$ cat config.mk
export PLATFORM = sky130hd
export DESIGN_NAME = sctl_slave
export DESIGN_NICKNAME = d
export VERILOG_FILES = /design/src/rtl/sctl_pkg.sv /design/src/rtl/sctl_ctrl.sv /design/src/rtl/sctl_dp.sv /design/src/rtl/sctl_slave.sv
export SDC_FILE = /design/constraint.sdc
export NUM_CORES = 1
export LEC_CHECK = 0
export ABC_AREA = 1
export BUFFER_PORTS_ARGS = -buffer_cell sky130_fd_sc_hd__buf_2
export CAP_MARGIN = 20
export CORE_ASPECT_RATIO = 0.75
export CORE_MARGIN = 4
export CORE_UTILIZATION = 30
export CTS_CLUSTER_DIAMETER = 200
export CTS_CLUSTER_SIZE = 24
export DETAILED_ROUTE_END_ITERATION = 6
export PLACE_DENSITY_LB_ADDON = 0.08
export SLEW_MARGIN = 30
export SYNTH_ARGS = -nofsm -noshare
export SYNTH_HDL_FRONTEND = slang
export SYNTH_SLANG_ARGS = --single-unit
$ cat constraint.sdc
create_clock -name sck -period 3.3 [get_ports sck]
set_input_delay 0.495 -clock sck [delete_from_list [all_inputs] [get_ports sck]]
set_output_delay 0.495 -clock sck [all_outputs]
set_load 0.005 [all_outputs]
$ cat src/rtl/sctl_pkg.sv
package sctl_pkg;
  localparam int OP_W   = 4;
  localparam int DEV_W  = 3;
  localparam int ADDR_W = 12;
  localparam int DATA_W = 16;
  localparam int HDR_W  = OP_W + DEV_W + ADDR_W;

  localparam logic [OP_W-1:0] OP_REG_RD = 4'b0000;
  localparam logic [OP_W-1:0] OP_REG_WR = 4'b0001;
  localparam logic [OP_W-1:0] OP_EE_WR  = 4'b1101;
  localparam logic [OP_W-1:0] OP_EE_RD  = 4'b1110;

  // strobes from control to datapath, one rising edge each
  typedef struct packed {
    logic capHdr;    // shift a header bit in
    logic latchHdr;  // header complete: latch fields, load read word
    logic capData;   // shift a data bit in
    logic commit;    // last data bit: perform the write or EEPROM launch
    logic shiftOut;  // advance the read shifter
  } strobe_t;

  function automatic logic opKnown(input logic [OP_W-1:0] op);
    return (op == OP_REG_RD) || (op == OP_REG_WR) ||
           (op == OP_EE_WR) || (op == OP_EE_RD);
  endfunction
endpackage

$ cat src/rtl/sctl_ctrl.sv
module sctl_ctrl
  import sctl_pkg::*;
#(
  parameter int RESET_RUN = 8
) (
  input  logic            sck,
  input  logic            rstN,
  input  logic            cmdIn,
  input  logic [OP_W-1:0] opcode,
  output strobe_t         stb,
  output logic            drive
);
  localparam int RUN_W = $clog2(RESET_RUN + 2) + 1;
  localparam int CNT_W = $clog2(HDR_W) + 1;

  typedef enum logic [2:0] {S_IDLE, S_HDR, S_DATA, S_SKIP, S_OUT} state_e;

  state_e     state, stateNext;
  logic [CNT_W-1:0] cnt, cntNext;
  logic [RUN_W-1:0] highRun, negRun, posRun;
  logic       cmdNeg, cmdPrev, lineReset, start;

  // falling-edge sample of the command line
  always_ff @(negedge sck or negedge rstN) begin
    if (!rstN) cmdNeg <= 1'b0;
    else       cmdNeg <= cmdIn;
  end

  // run of consecutive high samples, both edges counted
  always_comb begin
    negRun    = cmdNeg ? highRun + RUN_W'(1) : '0;
    posRun    = cmdIn  ? negRun  + RUN_W'(1) : '0;
    lineReset = (negRun >= RUN_W'(RESET_RUN)) || (posRun >= RUN_W'(RESET_RUN));
    start     = (state == S_IDLE) && cmdIn && !cmdPrev;
  end

  always_comb begin
    stateNext = state;
    cntNext   = cnt;
    stb       = '0;
    unique case (state)
      S_IDLE: if (start) begin
        stb.capHdr = 1'b1;
        stateNext  = S_HDR;
        cntNext    = CNT_W'(1);
      end
      S_HDR: begin
        stb.capHdr = 1'b1;
        if (cnt == CNT_W'(HDR_W - 1)) begin
          stb.latchHdr = 1'b1;
          cntNext      = '0;
          if (opcode == OP_REG_RD)  stateNext = S_OUT;
          else if (opKnown(opcode)) stateNext = S_DATA;
          else                      stateNext = S_SKIP;
        end else cntNext = cnt + CNT_W'(1);
      end
      S_DATA: begin
        stb.capData = 1'b1;
        if (cnt == CNT_W'(DATA_W - 1)) begin
          stb.commit = 1'b1;
          stateNext  = S_IDLE;
        end else cntNext = cnt + CNT_W'(1);
      end
      S_SKIP: begin
        if (cnt == CNT_W'(DATA_W - 1)) stateNext = S_IDLE;
        else cntNext = cnt + CNT_W'(1);
      end
      S_OUT: begin
        stb.shiftOut = 1'b1;
        if (cnt == CNT_W'(DATA_W - 1)) stateNext = S_IDLE;
        else cntNext = cnt + CNT_W'(1);
      end
      default: stateNext = S_IDLE;
    endcase
    if (lineReset) begin
      stb       = '0;
      stateNext = S_IDLE;
      cntNext   = '0;
    end
  end

  always_ff @(posedge sck or negedge rstN) begin
    if (!rstN) begin
      state   <= S_IDLE;
      cnt     <= '0;
      highRun <= '0;
      cmdPrev <= 1'b1;
    end else begin
      state   <= stateNext;
      cnt     <= cntNext;
      highRun <= (posRun > RUN_W'(RESET_RUN)) ? RUN_W'(RESET_RUN) : posRun;
      cmdPrev <= cmdIn;
    end
  end

  assign drive = (state == S_OUT);
endmodule

$ cat src/rtl/sctl_dp.sv
module sctl_dp
  import sctl_pkg::*;
#(
  parameter int               NREG        = 8,
  parameter logic [11:0]      STATUS_ADDR = 12'h0F0
) (
  input  logic              sck,
  input  logic              rstN,
  input  logic              sdaIn,
  input  strobe_t           stb,
  output logic [OP_W-1:0]   opcode,
  output logic              sdaOut,
  output logic              eeReq,
  output logic              eeWrite,
  output logic [DEV_W-1:0]  eeDev,
  output logic [7:0]        eeAddr,
  output logic [7:0]        eeWdata,
  input  logic              eeAck,
  input  logic [7:0]        eeRdata
);
  localparam int IDX_W = (NREG > 1) ? $clog2(NREG) : 1;

  logic [HDR_W-2:0]  hdrSh;
  logic [HDR_W-1:0]  hdrFull;
  logic [DATA_W-2:0] dataSh;
  logic [DATA_W-1:0] dataFull, outReg, readVal, statusWord;
  logic [OP_W-1:0]   opReg;
  logic [DEV_W-1:0]  devReg;
  logic [ADDR_W-1:0] addrReg, addrFull;
  logic [DATA_W-1:0] regs [NREG];
  logic              wrDone, rdDone, eeLaunch, regWrite;
  logic [7:0]        rdByte;

  assign hdrFull    = {hdrSh, sdaIn};
  assign dataFull   = {dataSh, sdaIn};
  assign addrFull   = hdrFull[ADDR_W-1:0];
  assign opcode     = hdrSh[HDR_W-2 -: OP_W];
  assign statusWord = {wrDone, rdDone, 6'b0, rdByte};
  assign sdaOut     = outReg[DATA_W-1];
  assign regWrite   = stb.commit && (opReg == OP_REG_WR) && (addrReg < ADDR_W'(NREG));
  assign eeLaunch   = stb.commit && ((opReg == OP_EE_WR) || (opReg == OP_EE_RD)) && !eeReq;

  always_comb begin
    if (addrFull < ADDR_W'(NREG))     readVal = regs[addrFull[IDX_W-1:0]];
    else if (addrFull == STATUS_ADDR) readVal = statusWord;
    else                              readVal = '0;
  end

  always_ff @(posedge sck or negedge rstN) begin
    if (!rstN) begin
      hdrSh   <= '0;
      dataSh  <= '0;
      opReg   <= '0;
      devReg  <= '0;
      addrReg <= '0;
      outReg  <= '0;
    end else begin
      if (stb.capHdr)  hdrSh  <= {hdrSh[HDR_W-3:0], sdaIn};
      if (stb.capData) dataSh <= {dataSh[DATA_W-3:0], sdaIn};
      if (stb.latchHdr) begin
        opReg   <= hdrFull[HDR_W-1 -: OP_W];
        devReg  <= hdrFull[ADDR_W +: DEV_W];
        addrReg <= addrFull;
        outReg  <= readVal;
      end else if (stb.shiftOut) begin
        outReg <= {outReg[DATA_W-2:0], 1'b0};
      end
    end
  end

  generate
    for (genvar g = 0; g < NREG; g++) begin : gReg
      always_ff @(posedge sck or negedge rstN) begin
        if (!rstN) regs[g] <= '0;
        else if (regWrite && (addrReg[IDX_W-1:0] == IDX_W'(g))) regs[g] <= dataFull;
      end
    end
  endgenerate

  always_ff @(posedge sck or negedge rstN) begin
    if (!rstN) begin
      eeReq   <= 1'b0;
      eeWrite <= 1'b0;
      eeDev   <= '0;
      eeAddr  <= '0;
      eeWdata <= '0;
      wrDone  <= 1'b0;
      rdDone  <= 1'b0;
      rdByte  <= '0;
    end else if (eeLaunch) begin
      eeReq   <= 1'b1;
      eeWrite <= (opReg == OP_EE_WR);
      eeDev   <= devReg;
      eeAddr  <= addrReg[7:0];
      eeWdata <= dataFull[7:0];
      if (opReg == OP_EE_WR) wrDone <= 1'b0;
      else                   rdDone <= 1'b0;
    end else if (eeReq && eeAck) begin
      eeReq <= 1'b0;
      if (eeWrite) wrDone <= 1'b1;
      else begin
        rdDone <= 1'b1;
        rdByte <= eeRdata;
      end
    end
  end
endmodule

$ cat src/rtl/sctl_slave.sv
module sctl_slave
  import sctl_pkg::*;
#(
  parameter int          NREG        = 8,
  parameter logic [11:0] STATUS_ADDR = 12'h0F0,
  parameter int          RESET_RUN   = 8
) (
  input  logic       sck,
  input  logic       rstN,
  input  logic       cmdIn,
  input  logic       sdaIn,
  output logic       sdaOut,
  output logic       sdaOe,
  output logic       eeReq,
  output logic       eeWrite,
  output logic [2:0] eeDev,
  output logic [7:0] eeAddr,
  output logic [7:0] eeWdata,
  input  logic       eeAck,
  input  logic [7:0] eeRdata
);
  strobe_t         stb;
  logic [OP_W-1:0] opcode;

  sctl_ctrl #(.RESET_RUN(RESET_RUN)) u_ctrl (
    .sck(sck), .rstN(rstN), .cmdIn(cmdIn), .opcode(opcode),
    .stb(stb), .drive(sdaOe)
  );

  sctl_dp #(.NREG(NREG), .STATUS_ADDR(STATUS_ADDR)) u_dp (
    .sck(sck), .rstN(rstN), .sdaIn(sdaIn), .stb(stb), .opcode(opcode),
    .sdaOut(sdaOut), .eeReq(eeReq), .eeWrite(eeWrite), .eeDev(eeDev),
    .eeAddr(eeAddr), .eeWdata(eeWdata), .eeAck(eeAck), .eeRdata(eeRdata)
  );
endmodule

==> impl_metrics.env <==
export IMPL_cp_required_ns=3.71
export IMPL_cap_violations=0
export IMPL_p_leak_nw=7.13
export IMPL_dp_hpwl_mm=24.7
export IMPL_hold_viol=0
export IMPL_crit_slowest_cell="dfrtn_1"
export IMPL_path_cells="buf_4 -> nand2_1 -> inv_1 -> ha_4 -> nand4_1 -> buf_4 -> inv_2 -> nand2_1 -> nand2_1 -> nand3_2 -> nand4_4 -> nor2_8 -> buf_6 -> buf_6 -> nand3_4 -> clkbuf_16 -> nand2_1 -> nand2_1"
export IMPL_yosysWarnings=0
export IMPL_synthToLayoutAreaGrowth_pct=25.0
export IMPL_ys_flop_type="dfrtp_1"
export IMPL_grt_pass1_vias=9927
export IMPL_syn_inst=1407
export IMPL_status="complete, but fails checks"
export IMPL_synthTopCellsByArea="dfrtp_1 52%, nand2_1 14%, nand4_1 7.3%"
export IMPL_port_buffers=35
export IMPL_met1_usage=0.304
export IMPL_root_buffer="clkbuf_16"
export IMPL_worstPathMaxFanout=7
export IMPL_finalSetupViolations=232
export IMPL_cts_buffer_depth=3
export IMPL_crit_type="flop to flop"
export IMPL_globalRouteMet3Util=0.0411
export IMPL_crit_family="buffers and inverters"
export IMPL_yosysTopAreaCell="dfrtp_1"
export IMPL_syn_area_um2=11600
export IMPL_ios=36
export IMPL_top_usage_layer="met1"
export IMPL_overflow=0
export IMPL_syn_nets=1425
export IMPL_n_antenna_cell=0
export IMPL_slew_headroom=0.316
export IMPL_placed_area_um2=12700
export IMPL_num_rows=62
export IMPL_synth_seq_cells=243
export IMPL_yosysTopAreaCellShare=0.521
export IMPL_coreArea_um2=38200
export IMPL_tritoncts="yes"
export IMPL_routed_via_count=10300
export IMPL_syn_area_per_cell_um2=8.23
export IMPL_hp_class="input pin to asynchronous set/reset pin"
export IMPL_drive_gt1_frac=0.189
export IMPL_synth_common_cells="440 x nand2_1, 241 x dfrtp_1, 135 x nand4_1"
export IMPL_cp_num_buf_inv=7
export IMPL_start_util=0.303
export IMPL_met2_usage=0.290
export IMPL_drt_iter0_drc=962
export IMPL_r2r_end="u_dp.regs[62]"
export IMPL_drt_pass1_iter_count=7
export IMPL_clock_sinks=243
export IMPL_cpMostUsedCell="nand2_1"
export IMPL_drc=4
export IMPL_grt_pass1_wl_mm=64.5
export IMPL_end_kind="flop"
export IMPL_track_usage=0.198
export IMPL_crit_path_start_kind="flop"
export IMPL_tightest_slew_ns=1.02
export IMPL_antenna_found_initial=4
export IMPL_reg2reg_slack_ns=-0.77
export IMPL_ys_types=41
export IMPL_ys_seq_area_frac=0.525
export IMPL_async_flop_share=1.00
export IMPL_rsz0062_at_grt="true"
export IMPL_grt_max_degree=75
export IMPL_die_width_um=235
export IMPL_finClkSkew_ns=0.0373
export IMPL_irDropWorstVdd_v=0.000338
export IMPL_n_fill_cell=3949
export IMPL_crit_reg2reg_launch="u_ctrl.cmdNeg"
export IMPL_drt_total_wl_mm=42.6
export IMPL_vias_per_cell=5.16
export IMPL_yosysMostFrequentCell="nand2_1"
export IMPL_reg2reg_depth=18
export IMPL_stdcell_count=1991
export IMPL_cts_htree_levels=1
export IMPL_antenna_violating_nets_post_route=0
export IMPL_setup_slack_ns=-0.771
export IMPL_cts_made_buffers=14
export IMPL_dieArea_um2=41800
export IMPL_dp_cells=1922
export IMPL_p_per_area_nw_per_um2=491
export IMPL_avgRoutedWirePerCell_um=21.4
export IMPL_violations="design-rule violations, negative setup slack"
export IMPL_path_clk_slew_ns=0.12
export IMPL_layout_nets=1492
export IMPL_arrival_ns=4.48
export IMPL_synth_edf_count=0
export IMPL_clk_latency_ns=0.52
export IMPL_critPathMaxStageDelay_ns=0.36
export IMPL_final_max_slew_viol_count=0
export IMPL_cts_hold_buffers=0
export IMPL_fp_dieH_um=178
export IMPL_final_core_util=0.379
export IMPL_gp_congestion=0.799
export IMPL_final_area_um2=14500
## timing repair
item                       CTS  global route
setup endpoints to repair  232           232
cloned                      18            10
buffers inserted            18             3
pin swaps                   34            13
gates resized for setup     66            95
## state kept, by name (all words and copies together) (netlist names)
register,flops
u_ctrl.cnt,6
u_dp.regs,128
u_dp.rdDone,1
u_dp.eeAddr,8
u_dp.eeWdata,8
u_ctrl.highRun,5
u_dp.dataSh,15
u_ctrl.cmdNeg,1
u_dp.eeDev,3
u_ctrl.cmdPrev,1
u_dp.addrReg,12
u_dp.eeWrite,1
u_dp.outReg,16
u_dp.hdrSh,18
u_ctrl.state,3
u_dp.devReg,3
u_dp.opReg,4
u_dp.eeReq,1
u_dp.rdByte,8
u_dp.wrDone,1
## area by class of cell
class / count / area (µm²) / share of cell area
Sequential cell: 243 / 6080 / 0.420
Clock inverter: 1 / 30.0 / 0.00207
Tap cell: 512 / 641 / 0.0442
Inverter: 83 / 322 / 0.0222
Clock buffer: 20 / 394 / 0.0272
Multi-Input combinational cell: 973 / 5030 / 0.348
Timing Repair Buffer: 159 / 1980 / 0.137
## cells in the final DEF, fill, tap and decap left out, types with 4 or more instances in the layout
cell / n
a21oi_1: 10
buf_12: 20
buf_16: 18
buf_2: 35
buf_4: 54
buf_6: 20
buf_8: 4
clkbuf_1: 5
clkbuf_16: 21
dfrtp_1: 240
ha_1: 4
inv_1: 74
inv_2: 4
mux2_2: 4
nand2_1: 383
nand2_2: 43
nand2_4: 12
nand3_1: 49
nand3_2: 5
nand3_4: 7
nand4_1: 135
nor2_1: 91
nor3_1: 14
o21ai_0: 127
o21ai_1: 21
o221a_2: 8
o221ai_1: 13
o22ai_1: 14
## where the power goes
part	leakage, nW	total, W	switching [W]	internal [W]
sequential	3.29	0.00332	0.000181	0.00314
clock	0.202	0.00198	0.00112	0.000861
combinational	3.64	0.00181	0.00122	0.000589
total	7.13	0.00711	0.00252	0.00459
## kinds of logic (layout without fill, tap and decap cells)
logic type,after synthesis,count (layout),share of synthesized area
flip-flops,243,243,0.525
other,1,1,0.000324
AO/OA/AOI/OAI,200,200,0.0982
multiplexers,4,4,0.00389
adder cells (fa/ha/maj),5,5,0.00540
buffers and inverters,191,263,0.0718
AND/OR/NAND/NOR,760,760,0.293
XOR/XNOR,3,3,0.00227
## worst max-delay path by stage
stage                     cells past startpoint             to     startpoint
final                                        18  u_dp.regs[62]  u_ctrl.cmdNeg
after global routing                         16  u_dp.regs[53]  u_ctrl.cmdNeg
after global placement                       11    u_dp.wrDone  u_ctrl.cmdNeg
after detailed placement                     11    u_dp.wrDone  u_ctrl.cmdNeg
after CTS                                    18  u_dp.regs[57]  u_ctrl.cmdNeg
after floorplan                              14  u_dp.regs[40]  u_ctrl.cmdNeg
## layer usage
layer / share of wire / vias to the layer above
li1: - / 4863
met1: 0.50 / 5102
met2: 0.42 / 256
met3: 0.065 / 44
met4: 0.015 / 2
met5: 0.00031 / -
## per-stage QoR
stage	TNS (ns)	hold WS, ns	worst slack, ns	power, W
after floorplan	-133.08	0.199	-0.638	0.00427
after global placement	-159.38	0.450	-0.846	0.00504
after detailed placement	-165.28	0.454	-0.857	0.00503
final	-157.04	0.0863	-0.771	0.00711
after CTS	-160.90	0.102	-0.769	0.00708
after global routing	-196.29	0.116	-0.934	0.00750
No activity file was read; power rests on OpenSTA's default activity.
